<file path="src/rtl/rclk_pkg.sv">
package rclk_pkg;

  localparam int RCLK_CFG_W   = 16;
  localparam int RCLK_DECADES = 4;

  // bit positions the decoder relies on
  localparam int BIT_ENABLE   = 0;
  localparam int BIT_RATE_LSB = 1;
  localparam int BIT_MODE_IRQ = 6;
  localparam int BIT_MODE_LSB = 8;
  localparam int BIT_EXT_GATE = 13;
  localparam int BIT_EXT_IRQ  = 14;

  typedef enum logic [2:0] {
    RATE_OFF  = 3'd0,
    RATE_1M   = 3'd1,
    RATE_100K = 3'd2,
    RATE_10K  = 3'd3,
    RATE_1K   = 3'd4,
    RATE_100  = 3'd5,
    RATE_EXT  = 3'd6,
    RATE_LINE = 3'd7
  } rclk_rate_e;

  typedef enum logic [1:0] {
    MODE_ONCE       = 2'd0,
    MODE_REPEAT     = 2'd1,
    MODE_EVENT      = 2'd2,
    MODE_EVENT_ZERO = 2'd3
  } rclk_mode_e;

  typedef struct packed {
    logic       ext_irq_en;
    logic       ext_gate;
    rclk_mode_e mode;
    logic       mode_irq_en;
    rclk_rate_e rate;
    logic       enable;
  } rclk_cfg_t;

  function automatic rclk_cfg_t decode_cfg(input logic [RCLK_CFG_W-1:0] w);
    rclk_cfg_t c;
    c.enable      = w[BIT_ENABLE];
    c.rate        = rclk_rate_e'(w[BIT_RATE_LSB +: 3]);
    c.mode_irq_en = w[BIT_MODE_IRQ];
    c.mode        = rclk_mode_e'(w[BIT_MODE_LSB +: 2]);
    c.ext_gate    = w[BIT_EXT_GATE];
    c.ext_irq_en  = w[BIT_EXT_IRQ];
    return c;
  endfunction

  function automatic logic is_event_mode(input rclk_mode_e m);
    return (m == MODE_EVENT) || (m == MODE_EVENT_ZERO);
  endfunction

endpackage

</file>
<file path="src/rtl/rclk_edge_det.sv">
module rclk_edge_det #(
  parameter int N = 2
) (
  input  logic         clk,
  input  logic         rst_n,
  input  logic [N-1:0] lvl_in,
  output logic [N-1:0] rise_out
);

  logic [N-1:0] prev_q;

  always_ff @(posedge clk or negedge rst_n) begin
    if (!rst_n) prev_q <= '0;
    else        prev_q <= lvl_in;
  end

  assign rise_out = lvl_in & ~prev_q;

endmodule

</file>
<file path="src/rtl/rclk_prescaler.sv">
module rclk_prescaler #(
  parameter int DECADE = 10,
  parameter int STAGES = 4
) (
  input  logic            clk,
  input  logic            rst_n,
  input  logic            restart,
  input  logic            tick_in,
  output logic [STAGES:0] tick_vec
);

  localparam int DW = (DECADE > 2) ? $clog2(DECADE) : 1;
  localparam logic [DW-1:0] LAST = DW'(DECADE - 1);

  assign tick_vec[0] = tick_in;

  for (genvar g = 0; g < STAGES; g++) begin : g_stage
    logic [DW-1:0] cnt_q;

    always_ff @(posedge clk or negedge rst_n) begin
      if (!rst_n)           cnt_q <= '0;
      else if (restart)     cnt_q <= '0;
      else if (tick_vec[g]) cnt_q <= (cnt_q == LAST) ? '0 : cnt_q + 1'b1;
    end

    assign tick_vec[g+1] = tick_vec[g] && (cnt_q == LAST);
  end

endmodule

</file>
<file path="src/rtl/rclk_timebase.sv">
module rclk_timebase
  import rclk_pkg::*;
#(
  parameter int DECADE = 10
) (
  input  logic       clk,
  input  logic       rst_n,
  input  logic       restart,
  input  rclk_rate_e rate,
  input  logic       ref_tick,
  input  logic       ext_edge,
  input  logic       line_edge,
  output logic       tb_tick
);

  logic [RCLK_DECADES:0] dec_ticks;

  rclk_prescaler #(
    .DECADE (DECADE),
    .STAGES (RCLK_DECADES)
  ) u_prescaler (
    .clk      (clk),
    .rst_n    (rst_n),
    .restart  (restart),
    .tick_in  (ref_tick),
    .tick_vec (dec_ticks)
  );

  always_comb begin
    unique case (rate)
      RATE_1M:   tb_tick = dec_ticks[0];
      RATE_100K: tb_tick = dec_ticks[1];
      RATE_10K:  tb_tick = dec_ticks[2];
      RATE_1K:   tb_tick = dec_ticks[3];
      RATE_100:  tb_tick = dec_ticks[4];
      RATE_EXT:  tb_tick = ext_edge;
      RATE_LINE: tb_tick = line_edge;
      default:   tb_tick = 1'b0;
    endcase
  end

endmodule

</file>
<file path="src/rtl/rclk_counter.sv">
module rclk_counter
  import rclk_pkg::*;
#(
  parameter int CNT_W = 16
) (
  input  logic             clk,
  input  logic             rst_n,
  input  logic             cfg_load,
  input  rclk_cfg_t        cfg_new,
  input  logic [CNT_W-1:0] preset_new,
  input  logic             tb_tick,
  input  logic             ext_edge,
  output rclk_cfg_t        cfg_q,
  output logic [CNT_W-1:0] cnt_q,
  output logic [CNT_W-1:0] capture_q,
  output logic             strobe_q,
  output logic             expire_ev,
  output logic             latch_ev,
  output logic             run_gate
);

  logic [CNT_W-1:0] preset_q;
  logic             running_q;
  logic             armed_q;
  logic             evt_mode;

  function automatic logic interval_expires(input logic [CNT_W-1:0] c);
    return c == CNT_W'(1);
  endfunction

  function automatic logic [CNT_W-1:0] count_up(input logic [CNT_W-1:0] c,
                                                input logic inc);
    return c + {{(CNT_W-1){1'b0}}, inc};
  endfunction

  assign evt_mode  = is_event_mode(cfg_q.mode);
  assign run_gate  = cfg_q.enable | (cfg_q.ext_gate & armed_q);
  assign expire_ev = !evt_mode && running_q && run_gate && tb_tick && interval_expires(cnt_q);
  assign latch_ev  = evt_mode && run_gate && ext_edge;

  always_ff @(posedge clk or negedge rst_n) begin
    if (!rst_n) begin
      cfg_q     <= '0;
      preset_q  <= '0;
      cnt_q     <= '0;
      capture_q <= '0;
      strobe_q  <= 1'b0;
      running_q <= 1'b0;
      armed_q   <= 1'b0;
    end else begin
      strobe_q <= 1'b0;
      if (cfg_load) begin
        cfg_q     <= cfg_new;
        preset_q  <= preset_new;
        cnt_q     <= is_event_mode(cfg_new.mode) ? '0 : preset_new;
        running_q <= 1'b1;
        armed_q   <= 1'b0;
      end else begin
        if (ext_edge) armed_q <= 1'b1;
        if (evt_mode) begin
          if (latch_ev) begin
            capture_q <= cnt_q;
            strobe_q  <= 1'b1;
            cnt_q     <= (cfg_q.mode == MODE_EVENT_ZERO) ? '0 : count_up(cnt_q, tb_tick);
          end else if (run_gate && tb_tick) begin
            cnt_q <= count_up(cnt_q, 1'b1);
          end
        end else if (running_q && run_gate && tb_tick) begin
          if (expire_ev) begin
            strobe_q <= 1'b1;
            if (cfg_q.mode == MODE_REPEAT) begin
              cnt_q <= preset_q;
            end else begin
              cnt_q     <= '0;
              running_q <= 1'b0;
            end
          end else begin
            cnt_q <= cnt_q - 1'b1;
          end
        end
      end
    end
  end

  assert_hold_no_tick_R4: assert property (@(posedge clk) disable iff (!rst_n)
    (!tb_tick && !cfg_load && !latch_ev) |=> $stable(cnt_q));

  assert_gate_blocks_R10: assert property (@(posedge clk) disable iff (!rst_n)
    (!run_gate && !cfg_load) |=> !strobe_q);

  assert_reload_R5: assert property (@(posedge clk) disable iff (!rst_n)
    (expire_ev && cfg_q.mode == MODE_REPEAT && !cfg_load) |=> (strobe_q && cnt_q == preset_q));

  assert_single_stops_R6: assert property (@(posedge clk) disable iff (!rst_n)
    (expire_ev && cfg_q.mode == MODE_ONCE && !cfg_load) |=> (strobe_q && !running_q && cnt_q == '0));

  assert_capture_R8: assert property (@(posedge clk) disable iff (!rst_n)
    (latch_ev && !cfg_load) |=> (strobe_q && capture_q == $past(cnt_q)));

endmodule

</file>
<file path="src/rtl/rate_clock_unit.sv">
module rate_clock_unit
  import rclk_pkg::*;
#(
  parameter int CNT_W  = 16,
  parameter int DECADE = 10
) (
  input  logic                  clk,
  input  logic                  rst_n,
  input  logic                  cfg_load,
  input  logic [RCLK_CFG_W-1:0] cfg_word,
  input  logic [CNT_W-1:0]      cfg_preset,
  input  logic                  ref_tick,
  input  logic                  line_in,
  input  logic                  ext_in,
  input  logic                  irq_ack,
  output logic                  sample_strobe,
  output logic                  mode_irq,
  output logic                  ext_irq,
  output logic [CNT_W-1:0]      count_val,
  output logic [CNT_W-1:0]      capture_val
);

  localparam int EDGE_N = 2;

  rclk_cfg_t         cfg_new;
  rclk_cfg_t         cfg_q;
  logic [EDGE_N-1:0] rises;
  logic              ext_edge;
  logic              line_edge;
  logic              tb_tick;
  logic              expire_ev;
  logic              latch_ev;
  logic              run_gate;
  logic              strobe_set;
  logic              ext_set;
  logic              mode_irq_q;
  logic              ext_irq_q;

  assign cfg_new = decode_cfg(cfg_word);

  rclk_edge_det #(.N(EDGE_N)) u_edges (
    .clk      (clk),
    .rst_n    (rst_n),
    .lvl_in   ({line_in, ext_in}),
    .rise_out (rises)
  );

  assign ext_edge  = rises[0];
  assign line_edge = rises[1];

  rclk_timebase #(.DECADE(DECADE)) u_timebase (
    .clk       (clk),
    .rst_n     (rst_n),
    .restart   (cfg_load),
    .rate      (cfg_q.rate),
    .ref_tick  (ref_tick),
    .ext_edge  (ext_edge),
    .line_edge (line_edge),
    .tb_tick   (tb_tick)
  );

  rclk_counter #(.CNT_W(CNT_W)) u_counter (
    .clk        (clk),
    .rst_n      (rst_n),
    .cfg_load   (cfg_load),
    .cfg_new    (cfg_new),
    .preset_new (cfg_preset),
    .tb_tick    (tb_tick),
    .ext_edge   (ext_edge),
    .cfg_q      (cfg_q),
    .cnt_q      (count_val),
    .capture_q  (capture_val),
    .strobe_q   (sample_strobe),
    .expire_ev  (expire_ev),
    .latch_ev   (latch_ev),
    .run_gate   (run_gate)
  );

  assign strobe_set = (expire_ev | latch_ev) & cfg_q.mode_irq_en;
  assign ext_set    = ext_edge & cfg_q.ext_irq_en;

  always_ff @(posedge clk or negedge rst_n) begin
    if (!rst_n) begin
      mode_irq_q <= 1'b0;
      ext_irq_q  <= 1'b0;
    end else begin
      if (strobe_set)   mode_irq_q <= 1'b1;
      else if (irq_ack) mode_irq_q <= 1'b0;
      if (ext_set)      ext_irq_q  <= 1'b1;
      else if (irq_ack) ext_irq_q  <= 1'b0;
    end
  end

  assign mode_irq = mode_irq_q;
  assign ext_irq  = ext_irq_q;

  assert_mode_irq_R12: assert property (@(posedge clk) disable iff (!rst_n)
    (sample_strobe && cfg_q.mode_irq_en && !$past(cfg_load)) |-> mode_irq);

  assert_ext_irq_R13: assert property (@(posedge clk) disable iff (!rst_n)
    (ext_edge && cfg_q.ext_irq_en) |=> ext_irq);

  assert_ack_clears_R12: assert property (@(posedge clk) disable iff (!rst_n)
    (irq_ack && !strobe_set && !ext_set) |=> (!mode_irq && !ext_irq));

endmodule

</file>
<file path="config.mk">
export PLATFORM = sky130hd
export DESIGN_NAME = rate_clock_unit
export DESIGN_NICKNAME = d
export VERILOG_FILES = /design/src/rtl/rclk_pkg.sv /design/src/rtl/rclk_edge_det.sv /design/src/rtl/rclk_prescaler.sv /design/src/rtl/rclk_timebase.sv /design/src/rtl/rclk_counter.sv /design/src/rtl/rate_clock_unit.sv
export SDC_FILE = /design/constraint.sdc
export NUM_CORES = 1
export LEC_CHECK = 0
export BUFFER_PORTS_ARGS = -buffer_cell sky130_fd_sc_hd__buf_2
export CORE_ASPECT_RATIO = 0.9
export CORE_MARGIN = 2
export CORE_UTILIZATION = 30
export CTS_CLUSTER_SIZE = 30
export DETAILED_ROUTE_END_ITERATION = 10
export PLACE_DENSITY = 0.51
export SYNTH_ARGS = -nofsm -noshare
export SYNTH_HDL_FRONTEND = slang
export SYNTH_SLANG_ARGS = --single-unit
</file>
<file path="constraint.sdc">
create_clock -name clk -period 2.9 [get_ports clk]
set_clock_uncertainty 0.05 [all_clocks]
set_input_delay 0.58 -clock clk [delete_from_list [all_inputs] [get_ports clk]]
set_output_delay 0.58 -clock clk [all_outputs]
set_load 0.005 [all_outputs]
</file>
After elaboration in Yosys (flattened, before gate mapping)
Index checks and enable logic that the tools add are counted.
{"block": "word_totals", "register_bits": 80, "in_bits": 39, "out_inout_bits": 35, "word_cells": 120}
{"block": "op_classes", "addsub": 7, "n_eq_ne": 20, "muxes": 37, "bitwise_logic": 8, "reduce_logical": 29}
{"operator": "$mux W16", "count": 9}
{"operator": "$mux W4", "count": 12}
{"operator": "$reduce_bool A2 Y1", "count": 9}
{"operator": "$add A16 B1 Y16", "count": 1}
{"operator": "$add A16 B1 Y16 const B", "count": 1}
{"operator": "$add A4 B1 Y4 const B", "count": 4}
{"operator": "$eq A16 B1 Y1 const B", "count": 1}
{"operator": "$eq A4 B4 Y1 const B", "count": 4}
{"operator": "$sub A16 B1 Y16 const B", "count": 1}
{"operator": "$mux W1", "count": 15}
{"operator": "$logic_and A1 B1 Y1", "count": 13}
{"operator": "$eq A3 B3 Y1 const B", "count": 4}
{"operator": "$eq A2 B2 Y1 const B", "count": 4}
{"operator": "$pmux W1 S7", "count": 1}
{"operator": "$eq A3 B2 Y1 const B", "count": 2}
{"operator": "$ne A2 B2 Y1 const B", "count": 2}
{"operator": "$ne A4 B4 Y1 const B", "count": 1}
{"operator": "$reduce_and A4 Y1", "count": 1}
{"operator": "$and A1 B1 Y1", "count": 3}
{"operator": "$eq A3 B1 Y1 const B", "count": 1}
{"operator": "$reduce_and A3 Y1", "count": 1}
{"operator": "$reduce_bool A3 Y1", "count": 1}
{"operator": "$and A2 B2 Y2", "count": 1}
{"operator": "$eq A2 B1 Y1 const B", "count": 1}
{"operator": "other kinds (6)", "count": 8}

Depth between registers and ports, before layout
Gate-level depths: netlist of the first run.
{"block": "depth", "depth_word": 12, "depth_mapped": 14, "ltp_nobuf": 13}

Modules after synthesis
A second synthesis of the first run with hierarchy kept.
{"block": "unflattened", "hier_cells": 520, "hier_area_um2": 5009.8}
{"mod": "rclk_counter", "n_inst": 1, "cells_each": 394, "area_per_inst_um2": 3788.6, "seq_area_each_um2": 1501.4}
{"mod": "rclk_prescaler", "n_inst": 1, "cells_each": 109, "area_per_inst_um2": 1003.5, "seq_area_each_um2": 400.4}
{"mod": "rclk_edge_det", "n_inst": 1, "cells_each": 4, "area_per_inst_um2": 77.6, "seq_area_each_um2": 50.0}
{"mod": "rate_clock_unit", "n_inst": 1, "cells_each": 8, "area_per_inst_um2": 76.3, "seq_area_each_um2": 50.0}
{"mod": "rclk_timebase", "n_inst": 1, "cells_each": 5, "area_per_inst_um2": 63.8, "seq_area_each_um2": 0.0}

Worst setup path before layout of the first run
No wires, ideal clock.
{"block": "synth_path", "path_kind": "register to register", "from": "reg u_timebase.u_prescaler.g_stage[0].cnt_q[1]", "to": "reg u_counter.cnt_q[13]", "setup_ps": 127, "arrival_time_ps": 2701, "t_required_ps": 2723, "slack_ps": 22, "path_stages_with_launch": 15, "n_path_buf": 1, "period_less_slack_ps": 2878, "cell_sequence": "dfrtp_1 -> inv_1 -> ha_1 -> and4b_1 -> and3_1 -> buf_2 -> nand2_2 -> nand2_1 -> ha_1 -> nand4_1 -> or4_1 -> and3_1 -> a221o_1 -> nand2_1 -> nand3_1"}
{"block": "synth_via", "elab_chain_len": 12, "word_cells_on_any_way": 20, "classes_between": "1 x add/sub; 2 x eq/ne; 7 x mux; 10 x reduce/logical"}
{"element": "start: declaration", "line_no": "rclk_prescaler.sv:18", "source": "logic [DW-1:0] cnt_q;"}
{"element": "start signal: assignment", "line_no": "rclk_prescaler.sv:23", "source": "else if (tick_vec[g]) cnt_q <= (cnt_q == LAST) ? '0 : cnt_q + 1'b1;"}
{"element": "$eq A4 B4 Y1 *", "line_no": "rclk_prescaler.sv:26", "source": "assign tick_vec[g+1] = tick_vec[g] && (cnt_q == LAST);"}
{"element": "$logic_and A1 B1 Y1 *", "line_no": "rclk_prescaler.sv:26"}
{"element": "$logic_and A1 B1 Y1 (3 in a row)", "line_no": "rclk_prescaler.sv:26"}
{"element": "$pmux W1 S7 *", "line_no": "rclk_timebase.sv:30", "source": "unique case (rate)"}
{"element": "branches (longest 6 deep; another with $add A16 B1 Y16)"}
{"element": "end signal: assignment", "line_no": "rclk_counter.sv:55", "source": "cnt_q <= is_event_mode(cfg_new.mode) ? '0 : preset_new;"}
{"element": "end signal: assignment", "line_no": "rclk_counter.sv:64", "source": "cnt_q <= (cfg_q.mode == MODE_EVENT_ZERO) ? '0 : count_up(cnt_q, tb_tick);"}
{"element": "end signal: assignment", "line_no": "rclk_counter.sv:72", "source": "cnt_q <= preset_q;"}
{"element": "end: declaration", "line_no": "rclk_counter.sv:14", "source": "output logic [CNT_W-1:0] cnt_q,"}
Mark *: on every way between the ends. The select of a mux whose other input is x is not followed.
A chain may end at the register's enable or synchronous reset.

Worst setup path after layout of the first run
Same ends and word-level chain as after synthesis.

==> impl_metrics.env, run 1 <==
export IMPL_syn_mean_instance_area_sq_um=9.50
export IMPL_min_path_type="in2async"
export IMPL_regArea_sq_um=2000
export IMPL_slew_viol_final=0
export IMPL_wl_per_cell_um=18.9
export IMPL_startpoint_type="flip-flop"
export IMPL_rrSetupSlack_ns=-0.02
export IMPL_num_rows=45
export IMPL_met2_length_um=7280
export IMPL_initialDrtViolationCount=324
export IMPL_r2r_end="u_counter.cnt_q[13]"
export IMPL_clk_pin_slew_worst_paths_ns=0.06
export IMPL_portBuffers=66
export IMPL_max_freq_mhz=342
export IMPL_worst_slack_ns=-0.0222
export IMPL_status="complete, but fails checks"
export IMPL_power_density_nw_per_um2=583
export IMPL_grt_remaining_overflow=0
export IMPL_tns_ns=-0.0222
export IMPL_rsz0062_at_grt="yes"
export IMPL_hpwl_um=11500
export IMPL_final_hold_violation_count=0
export IMPL_dieArea_sq_um=18200
export IMPL_crit_type="reg2reg"
export IMPL_clk_path_buf_depth=2
export IMPL_finalSetupViolations=1
export IMPL_cts_root_buf="clkbuf_16"
export IMPL_die_w_um=142
export IMPL_slew_headroom_pct=42.3
export IMPL_most_common_layout_cells="80 x dfrtp_1, 65 x buf_2, 55 x buf_4"
export IMPL_antenna_found_initial=0
export IMPL_synth_top_area_share_pct=39.0
export IMPL_reg2regPathDepth=13
export IMPL_clk_latency_ns=0.35
export IMPL_routed_top_layer="met4"
export IMPL_drt_antenna_violating_nets=0
export IMPL_period_needed_ns=2.92
export IMPL_core_sq_um=16800
export IMPL_drc=0
export IMPL_numCtsBuffers=9
export IMPL_start_util_pct=30.5
export IMPL_ios=74
export IMPL_syn_to_final_growth_pct=22.6
export IMPL_antenna_cells=0
export IMPL_cts_sinks=80
export IMPL_synth_edf_count=0
export IMPL_fin_area_sq_um=6290
export IMPL_critPathCaptureType="flip-flop"
export IMPL_total_power_mw=3.67
export IMPL_synth_area_sq_um=5130
export IMPL_power_leakage_nw=2.71
export IMPL_ctsHoldBuffers=0
export IMPL_dpl_cell_area_sq_um=5900
export IMPL_ys_seq_area_share_pct=39.0
export IMPL_grt_max_degree=37
export IMPL_drive_gt1_share_pct=33.2
export IMPL_fillers=1723
export IMPL_final_nets=686
export IMPL_cts_htree_levels=3
export IMPL_synthTopCellsByArea="dfrtp_1 39%, mux2_2 9.9%, nand2_1 3.2%, o21ai_0 3.2%, ha_1 3.2%"
export IMPL_m1WireLength_um=7750
export IMPL_via_per_inst=5.41
export IMPL_grt_pass1_vias=4524
export IMPL_tritoncts="built"
export IMPL_grt_use_total_pct=18.1
export IMPL_ys_async_sr_fraction_pct=100
export IMPL_multiInputGateArea_sq_um=2950
export IMPL_tightestPinTransition_ns=0.859
export IMPL_synth_distinct_cells=69
export IMPL_syn_nets=592
export IMPL_first_pass_iters=5
export IMPL_ys_warn_count=0
export IMPL_dr_wl_met3_um=778
export IMPL_cp_max_fo=4
export IMPL_required_ns=3.07
export IMPL_timing_rr_start="u_timebase.u_prescaler.g_stage[0].cnt_q[1]"
export IMPL_synth_main_ff_cell="dfrtp_1"
export IMPL_grt_first_pass_wirelength_um=25200
export IMPL_final_common_cell="dfrtp_1"
export IMPL_fin_crit_sh_pct=101
export IMPL_fp_dieH_um=128
export IMPL_ys_seq_elements=80
export IMPL_gp_congestion=0.876
export IMPL_synth_area_leader_cell="dfrtp_1"
export IMPL_worstPathArrival_ns=3.09
export IMPL_utilization_pct=37.4
export IMPL_ir_drop_mv=0.284
export IMPL_wl_um=16000
export IMPL_holdWs_ns=0.138
export IMPL_violations="setup timing"
export IMPL_maxCapViolations=0
export IMPL_synth_cells=540
export IMPL_via_count=4596
==> sequential cells by signal (all words and copies together), names as in the netlist, 2 cells and up <==
name,flops
u_counter.cnt_q,16
u_counter.cfg_q,9
u_edges.prev_q,2
u_counter.capture_q,16
u_counter.preset_q,16
u_timebase.u_prescaler.g_stage.cnt_q,16
==> final cells by class <==
| type | instances | area share (%) |
|---|---|---|
| multi-input cells | 403 | 46.9 |
| well taps | 211 | 4.20 |
| clock buffers | 9 | 3.58 |
| flip-flops and latches | 80 | 31.8 |
| repair buffers | 120 | 11.7 |
| clock inverters | 6 | 0.597 |
| inverters | 20 | 1.19 |
==> routing by layer <==
metal	vias up	global-route usage [%]
met5	-	0
met4	0	6.35
met3	18	3.55
met2	136	28.0
met1	2260	25.4
li1	2182	-
==> logic make-up (layout without fill, tap and decap cells) <==
family | count (synthesis) | count (layout) | synth area share, %
XOR/XNOR | 23 | 23 | 3.93
AND/OR/NAND/NOR | 197 | 197 | 21.4
adder cells (fa/ha/maj) | 13 | 13 | 3.17
multiplexers | 55 | 55 | 11.8
buffers and inverters | 57 | 155 | 5.27
AO/OA/AOI/OAI | 115 | 115 | 15.4
flip-flops | 80 | 80 | 39.0
==> per-stage QoR <==
stage | instances | setup WS [ns]
5_1_grt | 849 | -0.140
4_1_cts | 844 | -0.0329
3_3_place_gp | 829 | -0.0154
3_5_place_dp | 829 | -0.0498
6_report | 849 | -0.0222
2_1_floorplan | 540 | 0.0218
==> worst max path at each step <==
stage               slack [ns]  cells after the start                   to                                       start
finish                   -0.02                     13  u_counter.cnt_q[13]  u_timebase.u_prescaler.g_stage[0].cnt_q[1]
CTS                      -0.03                     13  u_counter.cnt_q[13]  u_timebase.u_prescaler.g_stage[0].cnt_q[1]
global placement         -0.02                     13  u_counter.cnt_q[13]  u_timebase.u_prescaler.g_stage[3].cnt_q[1]
floorplan                 0.02                     14  u_counter.cnt_q[13]  u_timebase.u_prescaler.g_stage[0].cnt_q[1]
detailed placement       -0.05                     13  u_counter.cnt_q[13]  u_timebase.u_prescaler.g_stage[3].cnt_q[1]
global route             -0.14                     13  u_counter.cnt_q[13]  u_timebase.u_prescaler.g_stage[0].cnt_q[1]
==> Yosys cell counts, drive strengths merged (5+ instances only) <==
| cell | n |
|---|---|
| and3 | 6 |
| xnor2 | 14 |
| nor4 | 11 |
| a221oi | 6 |
| inv | 20 |
| o211ai | 6 |
| ha | 13 |
| or3 | 7 |
| nand4 | 12 |
| buf | 20 |
| a21oi | 22 |
| xor2 | 9 |
| dfrtp | 80 |
| a221o | 5 |
| clkbuf | 17 |
| mux2 | 45 |
| nand3 | 22 |
| nand2 | 46 |
| nor2 | 41 |
| nor3 | 18 |
| and3b | 5 |
| and4 | 6 |
| mux2i | 10 |
| o21ai | 34 |
==> where the power goes <==
part | total [mW] | switching [mW] | internal [mW]
sequential | 1.48 | 0.183 | 1.30
combinational | 1.15 | 0.615 | 0.532
clock | 1.04 | 0.470 | 0.570
total | 3.67 | 1.27 | 2.40
==> critical path, stage by stage, from the launching register on <==
cell      delay, ns
dfrtp_1        0.39
inv_2          0.07
ha_4           0.13
and4b_1        0.22
o221ai_2       0.12
o21a_2         0.26
nand2_4        0.08
ha_4           0.13
nand4_1        0.20
or4_4          0.59
and3_1         0.19
a221o_1        0.25
nand2_1        0.07
nand3_1        0.07
==> timing repair <==
action	in CTS	in global routing
setup buffers	0	5
setup endpoints to repair	4	12
gates resized for setup	2	20
pin swaps	0	8
(Power assumes the default switching activity.)
==> run 2: changes to the inputs <==
- SKIP_LAST_GASP: unset -> 1
==> impl_metrics.env, run 2 (synthesis gave the netlist of run 1 again) <==
export IMPL_core_sq_um=16800
export IMPL_grt_pass1_vias=4525
export IMPL_critPathCaptureType="flip-flop"
export IMPL_tritoncts="built"
export IMPL_via_count=4575
export IMPL_grt_use_total_pct=18.1
export IMPL_rsz0062_at_grt="yes"
export IMPL_regArea_sq_um=2000
export IMPL_drt_antenna_violating_nets=0
export IMPL_drive_gt1_share_pct=33.2
export IMPL_startpoint_type="flip-flop"
export IMPL_via_per_inst=5.39
export IMPL_clk_path_buf_depth=2
export IMPL_most_common_layout_cells="80 x dfrtp_1, 65 x buf_2, 55 x buf_4"
export IMPL_initialDrtViolationCount=324
export IMPL_tightestPinTransition_ns=0.899
export IMPL_fillers=1723
export IMPL_grt_remaining_overflow=0
export IMPL_crit_type="reg2reg"
export IMPL_ios=74
export IMPL_die_w_um=142
export IMPL_gp_congestion=0.876
export IMPL_critPathBufInv=1
export IMPL_required_ns=3.08
export IMPL_maxCapViolations=0
export IMPL_wl_per_cell_um=18.9
export IMPL_cts_sinks=80
export IMPL_num_rows=45
export IMPL_crit_family="simple AND/OR/NAND/NOR gates"
export IMPL_drc=0
export IMPL_first_pass_iters=5
export IMPL_final_hold_violation_count=0
export IMPL_slowest_delay_ns=0.59
export IMPL_start_util_pct=30.5
export IMPL_worst_slack_ns=-0.0260
export IMPL_fin_crit_sh_pct=101
export IMPL_clk_latency_ns=0.35
export IMPL_min_path_type="in2async"
export IMPL_slew_headroom_pct=39.6
export IMPL_cts_root_buf="clkbuf_16"
export IMPL_slew_viol_final=0
export IMPL_dp_slack_ns=-0.0498
export IMPL_max_freq_mhz=342
export IMPL_final_nets=686
export IMPL_antenna_cells=0
export IMPL_dieArea_sq_um=18200
export IMPL_cts_htree_levels=3
export IMPL_numCtsBuffers=9
export IMPL_status="complete, but fails checks"
export IMPL_syn_to_final_growth_pct=22.6
export IMPL_finalSetupViolations=1
export IMPL_clk_pin_slew_worst_paths_ns=0.06
export IMPL_crit_top_cell="ha_4"
export IMPL_power_density_nw_per_um2=584
export IMPL_ir_drop_mv=0.284
export IMPL_violations="setup timing"
export IMPL_hpwl_um=11500
export IMPL_critPathSlowestCell="or4_4"
export IMPL_final_common_cell="dfrtp_1"
export IMPL_wl_um=16100
export IMPL_period_needed_ns=2.93
export IMPL_multiInputGateArea_sq_um=2950
export IMPL_grt_max_degree=37
export IMPL_utilization_pct=37.4
export IMPL_grt_first_pass_wirelength_um=25200
export IMPL_worstPathArrival_ns=3.10
export IMPL_total_power_mw=3.67
export IMPL_antenna_found_initial=0
export IMPL_fp_dieH_um=128
export IMPL_power_leakage_nw=2.71
export IMPL_cp_max_fo=4
export IMPL_cp_cell_sequence="inv_2, ha_4, and4b_1, o221ai_2, o21a_2, nand2_4, ha_4, nand4_1, or4_4, and3_1, a221o_1, nand2_1, nand3_1"
export IMPL_portBuffers=66
run 2: cell counts in the layout (fill, tap and decap cells not counted):
No cell type changed its count.
run 2: layer usage:
metal | wire length, um | up-vias | part of all wire [%] | GRT usage [%]
met3 | 678 | 17 | 4.2 | 3.55
met2 | 7310 | 122 | 45 | 28.0
met4 | 296 | 0 | 1.8 | 6.35
met1 | 7800 | 2258 | 48 | 25.4
li1 | - | 2178 | - | -
met5 | 0 | - | 0 | 0
run 2: what timing repair did:
| action | 4_1_cts | 5_1_grt |
|---|---|---|
| hold buffers | 0 | 0 |
| endpoints found under the hold margin | 0 | 0 |
| gates resized for setup | 2 | 20 |
| setup endpoints to repair | 4 | 12 |
| pin swaps | 0 | 8 |
| setup buffers | 0 | 5 |
run 2: final timing paths:
| check | from | end | slack, ns | depth (start not counted) |
|---|---|---|---|---|
| worst max-delay path | u_timebase.u_prescaler.g_stage[0].cnt_q[1] | u_counter.cnt_q[13] | -0.03 | 13 |
| worst min-delay path | rst_n | u_counter.preset_q[15] | 0.13 | 1 |
| worst max register to register | u_timebase.u_prescaler.g_stage[0].cnt_q[1] | u_counter.cnt_q[13] | -0.03 | 13 |
| worst min register to register | u_counter.cfg_q[8] | ext_irq | 0.43 | 2 |
| max in group asynchronous | rst_n | u_timebase.u_prescaler.g_stage[0].cnt_q[0] | 1.95 | 2 |
| min in group clk | line_in | u_edges.prev_q[1] | 0.30 | 1 |
run 2: final cells by class:
| class | instances | area share [%] |
|---|---|---|
| multi-input combinational | 403 | 46.9 |
| sequential | 80 | 31.8 |
| tap | 211 | 4.20 |
| clock inverter | 6 | 0.597 |
| inverter | 20 | 1.19 |
| timing repair buffer | 120 | 11.7 |
| clock buffer | 9 | 3.58 |
run 2: power breakdown:
group          switching (mW)  internal [mW]  leakage [nW]  total, mW
logic                   0.616          0.533          1.58       1.15
clock network           0.474          0.570         0.123       1.04
registers               0.183           1.30          1.01       1.48
run 2: metrics by stage:
stage / std cells / hold WS, ns / setup TNS [ns] / cell area (sq um)
3_5_place_dp: 829 / 0.433 / -0.0498 / 5900
6_report: 849 / 0.133 / -0.0260 / 6290
4_1_cts: 844 / 0.146 / -0.0329 / 6170
2_1_floorplan: 540 / 0.234 / 0 / 5130
5_1_grt: 849 / 0.173 / -0.420 / 6290
3_3_place_gp: 829 / 0.415 / -0.0154 / 5900
